**src/rtl/gx_pkg.sv**
```systemverilog
package gx_pkg;
  localparam int unsigned BYTE_W = 8;
  localparam int unsigned PTR_W  = 2;

  localparam logic [PTR_W-1:0] REG_IN  = 2'd0;
  localparam logic [PTR_W-1:0] REG_OUT = 2'd1;
  localparam logic [PTR_W-1:0] REG_POL = 2'd2;
  localparam logic [PTR_W-1:0] REG_DIR = 2'd3;

  typedef enum logic [2:0] {
    ST_IDLE,
    ST_RX,
    ST_ACK,
    ST_TX,
    ST_MACK
  } gx_state_e;

  typedef enum logic [1:0] {
    K_ADDR,
    K_CMD,
    K_DATA
  } gx_kind_e;

  function automatic logic [3:0] addr_hi(input bit alt);
    return alt ? 4'b0111 : 4'b0100;
  endfunction
endpackage

```
**src/rtl/gx_sync.sv**
```systemverilog
module gx_sync #(
  parameter int unsigned W = 1,
  parameter logic [W-1:0] RST_VAL = '0
) (
  input  logic         clk,
  input  logic         rst_n,
  input  logic [W-1:0] d,
  output logic [W-1:0] q
);
  logic [W-1:0] meta_q, sync_q;

  always_ff @(posedge clk or negedge rst_n) begin
    if (!rst_n) begin
      meta_q <= RST_VAL;
      sync_q <= RST_VAL;
    end else begin
      meta_q <= d;
      sync_q <= meta_q;
    end
  end

  assign q = sync_q;
endmodule

```
**src/rtl/gx_i2c_target.sv**
```systemverilog
module gx_i2c_target
  import gx_pkg::*;
(
  input  logic              clk,
  input  logic              rst_n,
  input  logic              scl_s,
  input  logic              sda_s,
  input  logic [6:0]        dev_addr,
  input  logic [BYTE_W-1:0] rd_data,
  output logic              sda_pull,
  output logic              wr_en,
  output logic [BYTE_W-1:0] wr_data,
  output logic [PTR_W-1:0]  ptr,
  output logic              rd_snap,
  output logic              idle,
  output logic              in_tx
);
  localparam int unsigned CNT_W = $clog2(BYTE_W + 1);
  localparam logic [CNT_W-1:0] LAST = CNT_W'(BYTE_W);

  gx_state_e         state_q, state_d;
  gx_kind_e          kind_q, kind_d;
  logic [CNT_W-1:0]  cnt_q, cnt_d;
  logic [BYTE_W-1:0] sh_q, sh_d;
  logic [PTR_W-1:0]  ptr_q, ptr_d;
  logic              rw_q, rw_d;
  logic              nack_q, nack_d;
  logic              scl_d1, sda_d1;
  logic              rise, fall, start_c, stop_c;

  assign rise    = scl_s & ~scl_d1;
  assign fall    = ~scl_s & scl_d1;
  assign start_c = scl_s & scl_d1 & sda_d1 & ~sda_s;
  assign stop_c  = scl_s & scl_d1 & ~sda_d1 & sda_s;

  always_comb begin
    state_d = state_q;
    kind_d  = kind_q;
    cnt_d   = cnt_q;
    sh_d    = sh_q;
    ptr_d   = ptr_q;
    rw_d    = rw_q;
    nack_d  = nack_q;
    wr_en   = 1'b0;
    rd_snap = 1'b0;
    if (stop_c) begin
      state_d = ST_IDLE;
    end else if (start_c) begin
      state_d = ST_RX;
      kind_d  = K_ADDR;
      cnt_d   = '0;
    end else begin
      unique case (state_q)
        ST_RX: begin
          if (rise) begin
            sh_d  = {sh_q[BYTE_W-2:0], sda_s};
            cnt_d = cnt_q + 1'b1;
          end else if (fall && cnt_q == LAST) begin
            cnt_d = '0;
            unique case (kind_q)
              K_ADDR: begin
                if (sh_q[7:1] == dev_addr) begin
                  rw_d    = sh_q[0];
                  state_d = ST_ACK;
                end else begin
                  state_d = ST_IDLE;
                end
              end
              K_CMD: begin
                ptr_d   = sh_q[PTR_W-1:0];
                state_d = ST_ACK;
              end
              default: begin
                wr_en   = 1'b1;
                state_d = ST_ACK;
              end
            endcase
          end
        end
        ST_ACK: begin
          if (fall) begin
            cnt_d = '0;
            if (kind_q == K_ADDR && rw_q) begin
              sh_d    = rd_data;
              rd_snap = (ptr_q == REG_IN);
              state_d = ST_TX;
            end else begin
              state_d = ST_RX;
              kind_d  = (kind_q == K_ADDR) ? K_CMD : K_DATA;
            end
          end
        end
        ST_TX: begin
          if (rise) begin
            cnt_d = cnt_q + 1'b1;
          end else if (fall) begin
            if (cnt_q == LAST) begin
              cnt_d   = '0;
              state_d = ST_MACK;
            end else begin
              sh_d = {sh_q[BYTE_W-2:0], 1'b0};
            end
          end
        end
        ST_MACK: begin
          if (rise) begin
            nack_d = sda_s;
          end else if (fall) begin
            if (!nack_q) begin
              sh_d    = rd_data;
              rd_snap = (ptr_q == REG_IN);
              state_d = ST_TX;
            end else begin
              state_d = ST_IDLE;
            end
          end
        end
        default: ;
      endcase
    end
  end

  always_ff @(posedge clk or negedge rst_n) begin
    if (!rst_n) begin
      state_q <= ST_IDLE;
      kind_q  <= K_ADDR;
      cnt_q   <= '0;
      sh_q    <= '0;
      ptr_q   <= REG_IN;
      rw_q    <= 1'b0;
      nack_q  <= 1'b1;
      scl_d1  <= 1'b1;
      sda_d1  <= 1'b1;
    end else begin
      state_q <= state_d;
      kind_q  <= kind_d;
      cnt_q   <= cnt_d;
      sh_q    <= sh_d;
      ptr_q   <= ptr_d;
      rw_q    <= rw_d;
      nack_q  <= nack_d;
      scl_d1  <= scl_s;
      sda_d1  <= sda_s;
    end
  end

  assign sda_pull = (state_q == ST_ACK) | ((state_q == ST_TX) & ~sh_q[BYTE_W-1]);
  assign wr_data  = sh_q;
  assign ptr      = ptr_q;
  assign idle     = (state_q == ST_IDLE);
  assign in_tx    = (state_q == ST_TX);
endmodule

```
**src/rtl/gx_regfile.sv**
```systemverilog
module gx_regfile
  import gx_pkg::*;
(
  input  logic              clk,
  input  logic              rst_n,
  input  logic              wr_en,
  input  logic [BYTE_W-1:0] wr_data,
  input  logic [PTR_W-1:0]  ptr,
  input  logic              rd_snap,
  input  logic [BYTE_W-1:0] pin_s,
  output logic [BYTE_W-1:0] rd_data,
  output logic [BYTE_W-1:0] pin_o,
  output logic [BYTE_W-1:0] pin_oe,
  output logic [BYTE_W-1:0] dir,
  output logic              irq_pull
);
  logic [BYTE_W-1:0] out_q, out_d, pol_q, pol_d, dir_q, dir_d, snap_q, snap_d;
  logic [BYTE_W-1:0] diff;
  logic              irq_q, irq_d;

  for (genvar i = 0; i < BYTE_W; i++) begin : g_bit
    assign pin_oe[i] = ~dir_q[i];
    assign pin_o[i]  = out_q[i];
    assign diff[i]   = (pin_s[i] ^ snap_q[i]) & dir_q[i];
  end

  always_comb begin
    out_d  = out_q;
    pol_d  = pol_q;
    dir_d  = dir_q;
    snap_d = snap_q;
    if (wr_en) begin
      unique case (ptr)
        REG_OUT: out_d = wr_data;
        REG_POL: pol_d = wr_data;
        REG_DIR: dir_d = wr_data;
        default: ;
      endcase
    end
    if (rd_snap) snap_d = pin_s;
    irq_d = |diff;
  end

  always_comb begin
    unique case (ptr)
      REG_IN:  rd_data = pin_s ^ pol_q;
      REG_OUT: rd_data = out_q;
      REG_POL: rd_data = pol_q;
      default: rd_data = dir_q;
    endcase
  end

  always_ff @(posedge clk or negedge rst_n) begin
    if (!rst_n) begin
      out_q  <= '1;
      pol_q  <= '0;
      dir_q  <= '1;
      snap_q <= '1;
      irq_q  <= 1'b0;
    end else begin
      out_q  <= out_d;
      pol_q  <= pol_d;
      dir_q  <= dir_d;
      snap_q <= snap_d;
      irq_q  <= irq_d;
    end
  end

  assign dir      = dir_q;
  assign irq_pull = irq_q;
endmodule

```
**src/rtl/gpio_xpander.sv**
```systemverilog
module gpio_xpander
  import gx_pkg::*;
#(
  parameter bit ALT_BASE = 1'b0
) (
  input  logic       clk,
  input  logic       rst_n,
  input  logic       scl_i,
  input  logic       sda_i,
  output logic       sda_pull,
  input  logic [2:0] addr_pins,
  input  logic [7:0] pin_i,
  output logic [7:0] pin_o,
  output logic [7:0] pin_oe,
  output logic       irq_pull
);
  localparam logic [3:0] HI = addr_hi(ALT_BASE);

  logic [1:0]        rst_ff;
  logic              rst_n_s;
  logic [1:0]        bus_s;
  logic              scl_s, sda_s;
  logic [BYTE_W-1:0] pin_s, rd_data, wr_data, dir_q;
  logic [PTR_W-1:0]  ptr;
  logic              wr_en, rd_snap, idle, in_tx;

  always_ff @(posedge clk or negedge rst_n) begin
    if (!rst_n) rst_ff <= 2'b00;
    else        rst_ff <= {rst_ff[0], 1'b1};
  end
  assign rst_n_s = rst_ff[1];

  gx_sync #(.W(2), .RST_VAL(2'b11)) u_bus_sync (
    .clk(clk), .rst_n(rst_n_s), .d({scl_i, sda_i}), .q(bus_s)
  );
  assign scl_s = bus_s[1];
  assign sda_s = bus_s[0];

  gx_sync #(.W(BYTE_W), .RST_VAL('1)) u_pin_sync (
    .clk(clk), .rst_n(rst_n_s), .d(pin_i), .q(pin_s)
  );

  gx_i2c_target u_target (
    .clk(clk), .rst_n(rst_n_s), .scl_s(scl_s), .sda_s(sda_s),
    .dev_addr({HI, addr_pins}), .rd_data(rd_data), .sda_pull(sda_pull),
    .wr_en(wr_en), .wr_data(wr_data), .ptr(ptr), .rd_snap(rd_snap),
    .idle(idle), .in_tx(in_tx)
  );

  gx_regfile u_regs (
    .clk(clk), .rst_n(rst_n_s), .wr_en(wr_en), .wr_data(wr_data),
    .ptr(ptr), .rd_snap(rd_snap), .pin_s(pin_s), .rd_data(rd_data),
    .pin_o(pin_o), .pin_oe(pin_oe), .dir(dir_q), .irq_pull(irq_pull)
  );
endmodule

```
**config.mk**
```make
export PLATFORM = sky130hd
export DESIGN_NAME = gpio_xpander
export DESIGN_NICKNAME = d
export VERILOG_FILES = /design/src/rtl/gx_pkg.sv /design/src/rtl/gx_sync.sv /design/src/rtl/gx_i2c_target.sv /design/src/rtl/gx_regfile.sv /design/src/rtl/gpio_xpander.sv
export SDC_FILE = /design/constraint.sdc
export NUM_CORES = 1
export LEC_CHECK = 0
export BUFFER_PORTS_ARGS = -buffer_cell sky130_fd_sc_hd__buf_2
export CELL_PAD_IN_SITES_DETAIL_PLACEMENT = 1
export CELL_PAD_IN_SITES_GLOBAL_PLACEMENT = 1
export CORE_AREA = 4 4 118 120
export DETAILED_ROUTE_END_ITERATION = 10
export DIE_AREA = 0 0 122 124
export GPL_ROUTABILITY_DRIVEN = 0
export PLACE_DENSITY_LB_ADDON = 0.1
export SYNTH_ARGS = -nofsm -noshare
export SYNTH_HDL_FRONTEND = slang
export SYNTH_SLANG_ARGS = --single-unit
```
**constraint.sdc**
```tcl
create_clock -name clk -period 3.2 [get_ports clk]
set_input_delay 0.16 -clock clk [delete_from_list [all_inputs] [get_ports clk]]
set_output_delay 0.16 -clock clk [all_outputs]
set_load 0.02 [all_outputs]
```
Word-level counts from Yosys, hierarchy flattened
Cells that the tools add are included.
{"block": "classes", "n_eq_ne": 32, "addsub": 1, "n_mux": 53, "n_bitwise": 42, "n_reduce_logical": 21}
{"operator": "two-way mux 8 bit", "n": 9}
{"operator": "!= test 4 x 1 -> 1 bit, second input constant", "n": 8}
{"operator": "one-hot mux 8 bit (4 select lines)", "n": 1}
{"operator": "two-way mux 3 bit", "n": 10}
{"operator": "two-way mux 4 bit", "n": 7}
{"operator": "one-hot mux 8 bit (3 select lines)", "n": 1}
{"operator": "two-way mux 2 bit", "n": 9}
{"operator": "AND 1 bit", "n": 16}
{"operator": "inverter 1 bit", "n": 16}
{"operator": "two-way mux 1 bit", "n": 13}
{"operator": "!= test 2 x 1 -> 1 bit, second input constant", "n": 6}
{"operator": "!= test 4 bit, second input constant", "n": 3}
{"operator": "one-hot mux 3 bit (4 select lines)", "n": 1}
{"operator": "one-hot mux 4 bit (3 select lines)", "n": 1}
{"operator": "AND reduction 12 bit", "n": 1}
{"operator": "AND reduction 6 bit", "n": 2}
{"operator": "AND reduction 9 bit", "n": 1}
{"operator": "!= test 2 bit, second input constant", "n": 4}
{"operator": "AND reduction 4 bit", "n": 2}
{"operator": "nonzero test 4 bit", "n": 2}
{"operator": "OR reduction 8 bit", "n": 1}
{"operator": "bitwise XOR 1 bit", "n": 8}
{"operator": "bitwise XOR 8 bit", "n": 1}
{"operator": "equality test 7 x 6 -> 1 bit", "n": 1}
{"operator": "17 further kinds", "n": 25}
{"block": "word_totals", "input_bits": 15, "regBits": 78}

Logic depth before layout (Yosys ltp)
{"block": "logic_depth", "depth_word": 9, "mapped_depth": 9}

Cells and area by module
From an unflattened synthesis, not the netlist that was laid out.
{"block": "hier_totals", "hier_cells": 318, "area_unflattened_um2": 3878.7}
{"module": "gx_regfile", "cells_each": 134, "area_each_um2": 1714.1, "n_inst": 1}
{"module": "gx_i2c_target", "cells_each": 160, "area_each_um2": 1581.5, "n_inst": 1}
{"module": "gx_sync (u_pin_sync)", "cells_each": 16, "area_each_um2": 420.4, "n_inst": 1}
{"module": "gx_sync (u_bus_sync)", "cells_each": 4, "area_each_um2": 105.1, "n_inst": 1}
{"module": "gpio_xpander", "cells_each": 4, "area_each_um2": 57.6, "n_inst": 1}

Least setup slack after synthesis
Ideal clock, no wire load.
{"block": "synth_path", "path_kind": "register to register", "start": "register u_target.scl_d1", "end": "register u_target.sh_q[0], in the netlist u_target.wr_data[0]", "path_slack_ps": 722, "path_stages_with_launch": 9, "t_arrival_ps": 2353, "setup_ps": 125, "n_path_buf": 1, "t_required_ps": 3075, "cell_sequence": "dfstp_2 -> inv_1 -> ha_1 -> clkbuf_1 -> nor2_1 -> a21oi_1 -> o32a_1 -> a2111oi_4 -> mux2_2"}
{"block": "synth_between", "elab_chain_len": 5}
{"element": "from (decl)", "line_no": "gx_i2c_target.sv:28", "source": "logic scl_d1, sda_d1;"}
{"element": "from (signal assigned)", "line_no": "gx_i2c_target.sv:142", "source": "scl_d1 <= scl_s;"}
{"element": "AND 1 bit", "line_no": "gx_i2c_target.sv:33, gx_i2c_target.sv:34"}
{"element": "AND 1 bit (on tied branches) (2 in series)", "line_no": "gx_i2c_target.sv:33, gx_i2c_target.sv:34"}
{"element": "inverter 1 bit (no line)"}
{"element": "AND reduction 12 bit (no line) *"}
{"element": "to (signal assigned)", "line_no": "gx_i2c_target.sv:128", "source": "sh_q <= '0;"}
{"element": "to (signal assigned)", "line_no": "gx_i2c_target.sv:138", "source": "sh_q <= sh_d;"}
{"element": "to (decl)", "line_no": "gx_i2c_target.sv:24", "source": "logic [BYTE_W-1:0] sh_q, sh_d;"}
Mark *: on every way between the ends. The rest lies on a longest branch, timed or not.
A chain may end at the register's enable or synchronous reset.

Worst setup path after layout
{"block": "layout_path", "start": "register u_target.scl_d1", "end": "register u_target.sh_q[1], in the netlist u_target.wr_data[1]"}
The elaborated chain is that of the path after synthesis.

==> results.py <==
metrics = {
    "routing": {
        "detail_route.wl_per_cell_um": 16.5,
        "drc_errors": 0,
        "ant_nets": 0,
        "viasPerCell": 4.72,
        "drtIter0Drc": 62,
        "wirelength_mm": 9.25,
        "vias": 2641,
        "firstDrtPassIters": 4,
    },
    "hold_path": {
        "hold_path.class": "input port to asynchronous set/reset pin",
    },
    "pwr": {
        "switchingPower_mw": 0.684,
        "peakVddDrop_v": 0.000263,
        "p_seq_frac": 0.482,
        "pwr-share-comb": 0.104,
        "swShare": 0.268,
        "p_leak_nw": 1.88,
        "cellPowerDensity_mw_per_mm2": 554,
        "clock_power_share": 0.415,
        "total_power_mw": 2.56,
        "internal_power_mw": 1.87,
    },
    "worst_setup_path": {
        "path_max_fanout": 9,
        "worstSetupStartpointType": "flip-flop",
        "crit_chain": "inv_1 > ha_1 > nor2_1 > a21oi_1 > o32a_1 > a2111oi_4 > mux2_2",
        "max_stage_delay_ps": 650,
        "path_class": "flip-flop to flip-flop",
        "regToRegSetupSlack_ps": 540,
        "arrival_ps": 2880,
        "required_ps": 3420,
        "path_delay_family": "compound AO/OA/AOI/OAI gates",
        "end_kind": "flip-flop",
        "cp_slowest_cell": "a2111oi_4",
        "path_buf_inv": 1,
    },
    "synth": {
        "ys_types": 48,
        "synth_seq_cells": 78,
        "synth-main-ff-cell": "dfstp_2",
        "synth_area_mm2": 0.00382,
        "synth_nets": 353,
        "syn_avg_cell_area_um2": 11.5,
        "netlist_instances": 332,
        "ys_warn_count": 0,
        "ys_seq_area_frac": 0.527,
        "ys_async_sr_fraction": 1.00,
        "synth_edf_count": 0,
    },
    "die": {
        "io_pins": 33,
        "core_area_mm2": 0.0130,
        "die_h_um": 124,
        "die_area_mm2": 0.0151,
        "placementRows": 42,
        "fp.dieW_um": 122,
        "initial_core_util": 0.294,
    },
    "global_routing": {
        "antenna_found_initial": 0,
        "grt_pass1_vias": 2794,
        "grt_max_degree": 77,
        "grt_overflow": 0,
        "grt_usage": 0.134,
        "grt_pass1_wl_mm": 15.3,
    },
    "clocking": {
        "cts-root-buf": "clkbuf_16",
        "clk_pin_slew_ps": 60,
        "cts.sinks": 78,
        "clock_path_buffers": 2,
        "h-tree-depth": 3,
        "cts_tree": "built",
        "cts_buffers": 9,
        "clock_latency_ps": 340,
    },
    "placed_design": {
        "dpl.hpwl_mm": 6.42,
        "placed_area_mm2": 0.00419,
        "post-place-ws_ps": 508,
        "io_buffers": 32,
    },
    "sta": {
        "setup_tns_ps": 0,
        "finalCriticalPeriod_ps": 2660,
        "rsz0062_at_grt": "false",
        "relSlewSlack": 0.337,
        "fin_ws_ps": 545,
        "hold_violations": 0,
        "fin_crit_sh": 0.830,
        "fmax_ghz": 0.377,
        "worstMarginPinSlew_ps": 995,
        "slew_violations": 0,
        "setup_viol": 0,
        "worst_hold_slack_ps": 117,
        "skew_ps": 7.65,
    },
    "layout": {
        "syn_to_final_growth_pct": 20.9,
        "layout-drive-gt1-share": 0.410,
        "final_net_count": 399,
        "n_antenna_cell": 0,
        "final_cell_area_mm2": 0.00461,
    },
    "flow_run": {
        "drv_cap": 0,
    },
    "status": {
        "status": "finished clean",
    },
}
-- cells in the mapped netlist (2+ instances only) --
cell / number / area, um^2
mux2_2: 50 / 563
dfstp_2: 47 / 1230
dfrtp_1: 31 / 776
nand2_1: 25 / 93.8
o21ai_0: 22 / 110
a21oi_1: 14 / 70.1
inv_1: 13 / 48.8
clkbuf_1: 12 / 45.0
nor2_1: 12 / 45.0
xnor2_1: 11 / 96.3
mux2i_1: 10 / 100
nor3_1: 9 / 45.0
ha_1: 6 / 75.1
nand2b_1: 5 / 31.3
nand3_1: 5 / 25.0
nor2b_1: 5 / 31.3
nand3b_1: 4 / 30.0
nand4_1: 4 / 25.0
nor4_1: 4 / 25.0
o22ai_1: 4 / 25.0
nor4b_1: 3 / 26.3
or3b_2: 3 / 26.3
a21o_1: 2 / 15.0
a31oi_1: 2 / 12.5
and2_1: 2 / 12.5
and3b_1: 2 / 17.5
buf_2: 2 / 10.0
nor3b_1: 2 / 15.0
o31ai_1: 2 / 15.0
-- cell type report --
type,count,area (um^2)
Clock buffer,12,256
Clock inverter,4,53.8
Fill cell,1437,8370
Inverter,13,48.8
Multi-Input combinational cell,225,1690
Sequential cell,78,2010
Tap cell,176,220
Timing Repair Buffer,51,330
-- worst paths after layout --
kind	from	cells past startpoint	to
min reg2reg	u_pin_sync.meta_q[5]$_DFF_PN1_	0	u_pin_sync.q[5]$_DFF_PN1_
max	u_target.scl_d1$_DFF_PN1_	7	u_target.wr_data[1]$_DFFE_PN0P_
max reg2reg	u_target.scl_d1$_DFF_PN1_	7	u_target.wr_data[1]$_DFFE_PN0P_
min	rst_n	2	rst_ff[1]$_DFF_PN0_
min in group clk	u_pin_sync.meta_q[5]$_DFF_PN1_	0	u_pin_sync.q[5]$_DFF_PN1_
max in group asynchronous	rst_ff[1]$_DFF_PN0_	0	u_regs.irq_pull$_DFF_PN0_
-- metrics by stage --
stage	util	instances
after floorplan	-	332
after global placement	0.323	532
after detailed placement	0.323	532
after CTS	0.356	559
after global routing	0.356	559
final	0.356	559
-- registers in the layout, summed over array words and instances (netlist names), 3 cells and up --
name / flops
u_regs.snap_q: 8
u_regs.pol_q: 8
u_target.wr_data: 8
u_pin_sync.q: 8
u_target.state_q: 3
u_target.cnt_q: 4
u_regs.pin_o: 8
u_pin_sync.meta_q: 8
u_regs.dir: 8
-- kinds of logic after synthesis --
group                      count (synthesis)  share of synthesized area
DFF                                       78                      0.527
buffers and inverters                     29                     0.0302
other                                      1                   0.000983
adders and majority gates                  6                     0.0197
xor gates and xnor gates                  12                     0.0275
muxes                                     60                      0.174
AOI/OAI and AO/OA                         54                     0.0892
and+or+nand+nor                           92                      0.132
-- layout by cell type, fill, tap and decap left out, types with 3 or more instances in the layout --
| master | instances |
|---|---|
| a21oi_1 | 14 |
| buf_2 | 32 |
| buf_4 | 8 |
| clkbuf_16 | 9 |
| dfrtp_1 | 30 |
| dfstp_2 | 47 |
| dlygate4sd3_1 | 11 |
| ha_1 | 6 |
| inv_1 | 13 |
| mux2_2 | 50 |
| mux2i_1 | 10 |
| nand2_1 | 25 |
| nand2b_1 | 5 |
| nand3_1 | 5 |
| nand3b_1 | 4 |
| nand4_1 | 4 |
| nor2_1 | 12 |
| nor2b_1 | 5 |
| nor3_1 | 9 |
| nor4_1 | 4 |
| nor4b_1 | 3 |
| o21ai_0 | 22 |
| o22ai_1 | 4 |
| or3b_2 | 3 |
| xnor2_1 | 11 |
-- power by group through the flow --
stage	Sequential [mW]	Combinational (mW)	Clock (mW)
2_1_floorplan	1.18	0.217	0
3_3_place_gp	1.25	0.250	0
3_5_place_dp	1.26	0.257	0
4_1_cts	1.24	0.269	1.10
5_1_grt	1.26	0.305	1.15
6_report	1.23	0.265	1.06
-- repair_timing --
item / 4_1_cts / 5_1_grt
hold buffers: 11 / 0
hold endpoints to repair: 12 / 0
buffers inserted: 0 / 0
gates resized for setup: 0 / 0
-- per-layer routing --
metal  vias to the layer above  wire, um  track usage
li1                       1271         -            -
met1                      1321      4290        0.172
met2                        39      4530        0.219
met3                        10       270       0.0254
met4                         0       156       0.0630
met5                         -         0            0
Note: power is estimated with default switching activity, not from simulation.
